File: config.mk
export PLATFORM = sky130hd
export DESIGN_NAME = uart_dma_ready
export DESIGN_NICKNAME = d
export VERILOG_FILES = /design/src/rtl/uart_dma_ready_pkg.sv /design/src/rtl/uart_dma_rx_req.sv /design/src/rtl/uart_dma_tx_req.sv /design/src/rtl/uart_dma_ready.sv
export SDC_FILE = /design/constraint.sdc
export NUM_CORES = 1
export LEC_CHECK = 0
export CORE_AREA = 2 2 39 41
export DETAILED_ROUTE_END_ITERATION = 8
export DIE_AREA = 0 0 41 43
export DONT_BUFFER_PORTS = 1
export HOLD_SLACK_MARGIN = 0.03
export PLACE_DENSITY = 0.46
export SETUP_SLACK_MARGIN = 0.4
export SYNTH_ARGS = -nofsm -noshare
export SYNTH_HDL_FRONTEND = slang
export SYNTH_SLANG_ARGS = --single-unit
File: constraint.sdc
create_clock -name clk -period 2.05 [get_ports clk]
set_input_delay 0.41 -clock clk [delete_from_list [all_inputs] [get_ports clk]]
set_output_delay 0.41 -clock clk [all_outputs]
set_load 0.02 [all_outputs]
File: src/rtl/uart_dma_ready_pkg.sv
package uart_dma_ready_pkg;

  typedef enum logic [1:0] {
    TRIG_ONE     = 2'b00,
    TRIG_QUARTER = 2'b01,
    TRIG_HALF    = 2'b10,
    TRIG_NEAR    = 2'b11
  } trig_sel_e;

  // Number of characters needed to hit each trigger selection.
  function automatic int unsigned trig_chars(input logic [1:0] sel,
                                             input int unsigned depth);
    case (sel)
      TRIG_ONE:     trig_chars = 1;
      TRIG_QUARTER: trig_chars = depth / 4;
      TRIG_HALF:    trig_chars = depth / 2;
      default:      trig_chars = depth - 2;
    endcase
  endfunction

endpackage

File: src/rtl/uart_dma_rx_req.sv
module uart_dma_rx_req
  import uart_dma_ready_pkg::*;
#(
  parameter int unsigned DEPTH = 16,
  parameter int unsigned CNT_W = $clog2(DEPTH + 1)
) (
  input  logic             clk,
  input  logic             rst_n,
  input  logic             fifo_en,
  input  logic             burst_mode,
  input  logic [1:0]       trig_sel,
  input  logic [CNT_W-1:0] level_eff,
  input  logic             timeout,
  output logic             req,
  output logic             trig_hit
);

  localparam int unsigned NLVL = 4;

  logic [CNT_W-1:0] lvl_tab [NLVL];
  logic [CNT_W-1:0] lvl_now;
  logic             at_lvl;
  logic             empty;
  logic             req_d;

  for (genvar g = 0; g < NLVL; g++) begin : g_lvl
    assign lvl_tab[g] = CNT_W'(trig_chars(2'(g), DEPTH));
  end

  assign lvl_now = lvl_tab[trig_sel];
  assign at_lvl  = (level_eff >= lvl_now);
  assign empty   = (level_eff == '0);

  always_comb begin
    if (empty) begin
      req_d = 1'b0;
    end else if (!burst_mode) begin
      req_d = 1'b1;
    end else begin
      req_d = req | at_lvl | timeout;
    end
  end

  always_ff @(posedge clk or negedge rst_n) begin
    if (!rst_n) begin
      req      <= 1'b0;
      trig_hit <= 1'b0;
    end else begin
      req      <= req_d;
      trig_hit <= fifo_en & at_lvl;
    end
  end

  AST_RX_SINGLE_SET: assert property (@(posedge clk) disable iff (!rst_n)
    (!burst_mode && !empty) |=> req) else $error("rx single set");
  AST_RX_TIMEOUT_SET: assert property (@(posedge clk) disable iff (!rst_n)
    (burst_mode && timeout && !empty) |=> req) else $error("rx timeout");
  AST_RX_HOLD: assert property (@(posedge clk) disable iff (!rst_n)
    (burst_mode && req && !empty) |=> req) else $error("rx hold");
  AST_RX_DRAIN_RELEASE: assert property (@(posedge clk) disable iff (!rst_n)
    empty |=> !req) else $error("rx release");
  AST_RX_BURST_WAIT: assert property (@(posedge clk) disable iff (!rst_n)
    (burst_mode && !req && !at_lvl && !timeout) |=> !req) else $error("rx early");

endmodule

File: src/rtl/uart_dma_tx_req.sv
module uart_dma_tx_req #(
  parameter int unsigned DEPTH = 16,
  parameter int unsigned CNT_W = $clog2(DEPTH + 1)
) (
  input  logic             clk,
  input  logic             rst_n,
  input  logic             burst_mode,
  input  logic [CNT_W-1:0] level_eff,
  output logic             req
);

  localparam logic [CNT_W-1:0] FULL_CNT = CNT_W'(DEPTH);

  logic empty;
  logic full;
  logic req_d;

  assign empty = (level_eff == '0);
  assign full  = (level_eff >= FULL_CNT);

  always_comb begin
    if (empty) begin
      req_d = 1'b1;
    end else if (!burst_mode || full) begin
      req_d = 1'b0;
    end else begin
      req_d = req;
    end
  end

  always_ff @(posedge clk or negedge rst_n) begin
    if (!rst_n) begin
      req <= 1'b0;
    end else begin
      req <= req_d;
    end
  end

  AST_TX_EMPTY_SET: assert property (@(posedge clk) disable iff (!rst_n)
    empty |=> req) else $error("tx empty");
  AST_TX_SINGLE_CLEAR: assert property (@(posedge clk) disable iff (!rst_n)
    (!burst_mode && !empty) |=> !req) else $error("tx single");
  AST_TX_FULL_RELEASE: assert property (@(posedge clk) disable iff (!rst_n)
    (burst_mode && full) |=> !req) else $error("tx full");
  AST_TX_PARTIAL_HOLD: assert property (@(posedge clk) disable iff (!rst_n)
    (burst_mode && !empty && !full) |=> (req == $past(req))) else $error("tx hold");

endmodule

File: src/rtl/uart_dma_ready.sv
module uart_dma_ready #(
  parameter int unsigned DEPTH = 16,
  parameter int unsigned CNT_W = $clog2(DEPTH + 1)
) (
  input  logic             clk,
  input  logic             rst_n,
  input  logic             fifo_en,
  input  logic             dma_sel,
  input  logic [1:0]       trig_sel,
  input  logic             rx_clr,
  input  logic             tx_clr,
  input  logic [CNT_W-1:0] rx_count,
  input  logic [CNT_W-1:0] tx_count,
  input  logic             rx_timeout,
  output logic             rx_ready_n,
  output logic             tx_ready_n,
  output logic             rx_trig_hit
);

  logic             burst_mode;
  logic [CNT_W-1:0] rx_eff;
  logic [CNT_W-1:0] tx_eff;
  logic             rx_req;
  logic             tx_req;

  // Multi-transfer behaviour only exists with the FIFOs switched on.
  assign burst_mode = fifo_en & dma_sel;
  // A clear pulse empties the FIFO in the same cycle it is seen.
  assign rx_eff = rx_clr ? '0 : rx_count;
  assign tx_eff = tx_clr ? '0 : tx_count;

  uart_dma_rx_req #(.DEPTH(DEPTH), .CNT_W(CNT_W)) u_rx (
    .clk        (clk),
    .rst_n      (rst_n),
    .fifo_en    (fifo_en),
    .burst_mode (burst_mode),
    .trig_sel   (trig_sel),
    .level_eff  (rx_eff),
    .timeout    (rx_timeout),
    .req        (rx_req),
    .trig_hit   (rx_trig_hit)
  );

  uart_dma_tx_req #(.DEPTH(DEPTH), .CNT_W(CNT_W)) u_tx (
    .clk        (clk),
    .rst_n      (rst_n),
    .burst_mode (burst_mode),
    .level_eff  (tx_eff),
    .req        (tx_req)
  );

  assign rx_ready_n = ~rx_req;
  assign tx_ready_n = ~tx_req;

  AST_RX_CLEAR_WINS: assert property (@(posedge clk) disable iff (!rst_n)
    rx_clr |=> rx_ready_n) else $error("rx clear");
  AST_TX_CLEAR_WINS: assert property (@(posedge clk) disable iff (!rst_n)
    tx_clr |=> !tx_ready_n) else $error("tx clear");
  AST_DISABLED_SINGLE: assert property (@(posedge clk) disable iff (!rst_n)
    (!fifo_en && rx_count != '0 && !rx_clr) |=> !rx_ready_n) else $error("disabled");
  AST_TRIG_NEEDS_FIFO: assert property (@(posedge clk) disable iff (!rst_n)
    !fifo_en |=> !rx_trig_hit) else $error("trig flag");

endmodule

# Word-level counts from Yosys, hierarchy flattened
# Index checks and enable logic that the tools add are counted.
[classes]
add_sub_neg = 0
mul = 0
n_div = 0
n_lt_le_gt_ge = 3
eq_ne = 0
n_shift = 0
muxes = 9
bitwise = 7
reduce_logical = 5
[op_table]
columns = ["cell", "count"]
rows = [
  ["5-bit two-way mux", 4],
  ["5-bit binary-select mux with 2-bit select", 1],
  ["5-bit logical NOT", 2],
  ["5-bit greater-or-equal comparator", 1],
  ["5-bit greater-or-equal comparator (second input constant)", 1],
  ["1-bit two-way mux", 4],
  ["3-bit greater-or-equal comparator (second input constant)", 1],
  ["2-bit inverter with 3-bit output", 1],
  ["1-bit AND", 2],
  ["1-bit inverter", 2],
  ["1-bit OR", 2],
  ["2-bit nonzero test", 1],
  ["1-bit logical NOT", 1],
  ["1-bit logical OR", 1],
]
[totals]
reg_bits = 3
latchBits = 0
ramBits = 0
mem_bits_ro = 0
input_bits = 19
out_inout_bits = 3
word_cells = 27
mem_count = 0

# Depth between registers and ports, before layout
[depth]
depth_word = 9
depth_mapped = 6
depth_no_buf = 6

# By module
# A second synthesis with hierarchy kept.
[hier_totals]
hier_cells = 39
area_unflattened_um2 = 312.8
[modules_own_cells]
columns = ["mod", "n_inst", "cells_per_inst", "area_per_inst_um2", "seq_area_each_um2"]
rows = [
  ["uart_dma_rx_req", 1, 22, 195.2, 50.0],
  ["uart_dma_ready", 1, 13, 76.3, 0.0],
  ["uart_dma_tx_req", 1, 4, 41.3, 25.0],
]

# Worst setup path before layout
# Ideal clock, no wire load.
[synth_path]
kind = "input -> register"
from = "input port rx_clr"
to = "register u_rx.trig_hit"
setup_ps = 119
t_arrival_ps = 1523
required_ps = 1931
path_slack_ps = 408
cell_stages = 6
path_buffers = 0
path_cell_list = "nand2b_1 -> ha_1 -> nand2b_4 -> a2111oi_4 -> a21oi_2 -> o21a_1"
[synth_between]
elab_chain_len = 3
[synth_rtl]
columns = ["item", "line_no", "rtl"]
rows = [
  ["start, declared", "uart_dma_ready.sv:10", "input logic rx_clr,"],
  ["5-bit two-way mux", "uart_dma_ready.sv:29", "assign rx_eff = rx_clr ? '0 : rx_count;"],
  ["5-bit greater-or-equal comparator", "uart_dma_rx_req.sv:31", "assign at_lvl = (level_eff >= lvl_now);"],
  ["1-bit AND", "uart_dma_rx_req.sv:50", "trig_hit <= fifo_en & at_lvl;"],
  ["end signal, assigned", "uart_dma_rx_req.sv:50", ""],
  ["end, declared", "uart_dma_rx_req.sv:15", "output logic trig_hit"],
]
# No other way between the ends.
# A chain may end at the register's enable or synchronous reset.

# Final worst setup path
[layout_path]
from = "input port rx_clr"
to = "register u_rx.req"
[layout_between]
elab_chain_len = 6
word_cells_on_any_way = 7
cone_classes = "1 x order compare; 3 x mux; 2 x bitwise; 1 x reduce/logical"
[layout_rtl]
columns = ["item", "line_no", "rtl"]
rows = [
  ["5-bit two-way mux *", "uart_dma_ready.sv:29", ""],
  ["5-bit greater-or-equal comparator", "uart_dma_rx_req.sv:31", ""],
  ["1-bit OR (2 in series)", "uart_dma_rx_req.sv:40", "req_d = req | at_lvl | timeout;"],
  ["1-bit two-way mux", "uart_dma_rx_req.sv:37", "end else if (!burst_mode) begin"],
  ["1-bit two-way mux *", "uart_dma_rx_req.sv:35", "if (empty) begin"],
  ["net u_rx.req_d", "uart_dma_rx_req.sv:24", "logic req_d;"],
  ["end signal, assigned", "uart_dma_rx_req.sv:49", "req <= req_d;"],
  ["end, declared", "uart_dma_rx_req.sv:14", "output logic req,"],
]
# Mark *: on every way through the listed nets, which the timed path passes. The rest lies on a longest branch.

==> metrics <==
Area contributors post-synth dfrtp_1 25%, ha_1 17%, a2111oi_4 9.3%, nor2b_1 8.4%, inv_1 6.3%; Port-buffer cells 0; top-level I/O count 22; Fin. Hold Viols 0; r2r setup slk 1140 ps; PwrDens 612 mW/mm^2; Cell Rows 14; CTS resizes 0; reg2reg end u_rx.req$_DFF_PN0_; top cells by count, synth 5 x inv_1, 4 x ha_1, 4 x nor2b_1; Yosys cell types 18; H-tree depth 1; VDD IR max 253 uV; post-synth net total 56; iteration-0 DRC count of the detailed router 4; drc violations 0; GRT Util Overall 0.0937; vias per cell roughly 4.6; router iterations before antenna repair 3; die area about 0.0018 sq mm; postcts setup bufs 0; max-slew violation count 0; gpl congestion 0.588; Max Clk Rate 689 MHz; core area 0.00138 sq mm; top_reg_cell synth dfrtp_1; Inserted Diodes 0; largest net degree at the start of global routing 7; Hold Crit Start tx_count[4]; Syn Std Cell Area 297 sq um; Total Routed Length 651 microns; status completed; Ys Warns 0; Avg Cell Area, Syn 8.99 sq um; RR Startpoint u_rx.req$_DFF_PN0_; initial antenna violation count 0; clk buf depth 2; Least-Margin Pin Slew 264 ps; clk sink count 3; static leakage 0.000154 uW; number of antenna-violating nets in the routed design 0; Seq cells post-synth 3; Final period util 0.708; WS Path Type input port to flip-flop; Post-synth EDFFs 0; cell taking the most area after synthesis dfrtp_1; Worst EP arrival 1570 ps; vias in the first global route between 200 and 300; Initial Utilization 0.214; max cap viols 0; final setup fails 0; CTS clk-pin slew, worst paths 40 ps; CTS Root Cell clkbuf_4; CTS tree yes; Slew headroom 0.824; Hold Path End u_tx.req$_DFFE_PN0P_; Die W around 41 microns; first-pass GRT wire length 1010 microns; clk_skew 0 ps; Worst Setup Start Kind input port; Critical Path End Type flip-flop; most common cell in the netlist inv_1; Setup Total Neg Slack 0 ps; Filler cells around 150; share of cells above drive strength 1 0.158; Avg WL per Cell between 10 and 15 microns; Nets 62; post-synthesis sequential area ratio 0.253; placed cell area 317 sq um; Hold Path Class input port to flip-flop; RSZ-0062 raised after global routing no; Num CTS Buffers 3; Post-Syn Instances 33; fin crit period roughly 1500 ps; HPWL Detailed 563 microns; Die Span Y between 40 and 50 microns; post-synth top area share 0.253; Design Area, Final around 350 sq um; hold depth 1; Worst EP required 2170 ps; Post-synth ARST share 1.00; synth-to-layout area growth 19.0%; Reg2Reg Depth 3; Worst-Skew Late Latency 230 ps; via count ~250; total congestion overflow 0; CP Max Fanout 6
[what timing repair did]
action	in CTS	in global routing
hold endpoints to repair	3	0
setup endpoints to repair	0	0
hold buffers	1	0
[kinds of logic after synthesis]
kind of cell,Yosys count,share of synthesized area
and+or+nand+nor,13,0.262
AOI/OAI and AO/OA,8,0.253
buffers and inverters,5,0.0633
adders and majority gates,4,0.169
DFF,3,0.253
[how the worst max path moves through the flow]
| stage | depth (start not counted) | start | endpoint | slack (ps) |
|---|---|---|---|---|
| 2_1_floorplan | 6 | rx_clr | u_rx.trig_hit$_DFF_PN0_ | 410 |
| 3_3_place_gp | 6 | rx_clr | u_rx.req$_DFF_PN0_ | 370 |
| 3_5_place_dp | 6 | rx_clr | u_rx.trig_hit$_DFF_PN0_ | 350 |
| 4_1_cts | 6 | rx_clr | u_rx.trig_hit$_DFF_PN0_ | 600 |
| 5_1_grt | 6 | rx_clr | u_rx.trig_hit$_DFF_PN0_ | 550 |
| 6_report | 6 | rx_clr | u_rx.req$_DFF_PN0_ | 600 |
[critical path, stage by stage]
cell	delay, ps
nand2b_1	120
ha_1	280
nand2b_4	150
a2111oi_4	350
a21oi_2	60
o21a_1	190
[per-layer routing]
metal | global-route usage | vias up | routed length (microns) | part of all wire
li1 | - | 124 | - | -
met1 | 0.104 | 100 | 279 | 0.43
met2 | 0.119 | 22 | 273 | 0.42
met3 | 0.0576 | 0 | 97 | 0.15
met4 | 0.0800 | 0 | 0 | 0
met5 | 0 | - | 0 | 0
[where the power goes]
part / switching, uW / internal (uW) / leakage [uW]
sequential: 4.54 / 64.0 / 0.0000362
combinational: 21.0 / 23.0 / 0.000103
clock: 30.6 / 73.0 / 0.0000150
total: 56.2 / 160 / 0.000154
[registers in the layout, indices dropped and copies added (netlist names)]
signal,count
u_rx.trig_hit,1
u_tx.req,1
u_rx.req,1
[placed cells by master (no fill, tap or decap)]
master,instances
a2111oi_4,1
a21oi_1,1
a21oi_2,1
a31oi_1,1
clkbuf_1,1
clkbuf_4,3
dfrtp_1,3
dlygate4sd3_1,1
ha_1,4
inv_1,5
nand2_1,1
nand2b_1,1
nand2b_4,1
nand3_1,1
nor2_1,2
nor2b_1,4
nor3_1,2
nor4_1,1
o21a_1,2
o21ai_0,1
o21bai_1,1
[metrics by stage]
step | util | instances | hold slack, ps | setup slack [ps] | total power (uW)
2_1_floorplan | - | 33 | 114 | 408 | 107
3_3_place_gp | 0.229 | 49 | 114 | 366 | 111
3_5_place_dp | 0.229 | 49 | 114 | 353 | 111
4_1_cts | 0.255 | 54 | 267 | 596 | 222
5_1_grt | 0.255 | 54 | 261 | 550 | 235
6_report | 0.255 | 54 | 277 | 599 | 216
[area by class of cell]
cell class | instances | area [sq um] | share of cell area
multi-input combinational | 25 | 203 | 0.574
timing repair buffer | 1 | 10.0 | 0.0284
clock buffer | 4 | 26.3 | 0.0745
tap | 16 | 20.0 | 0.0567
inverter | 5 | 18.8 | 0.0532
sequential | 3 | 75.1 | 0.213
Note: power is estimated with default switching activity, not from simulation.
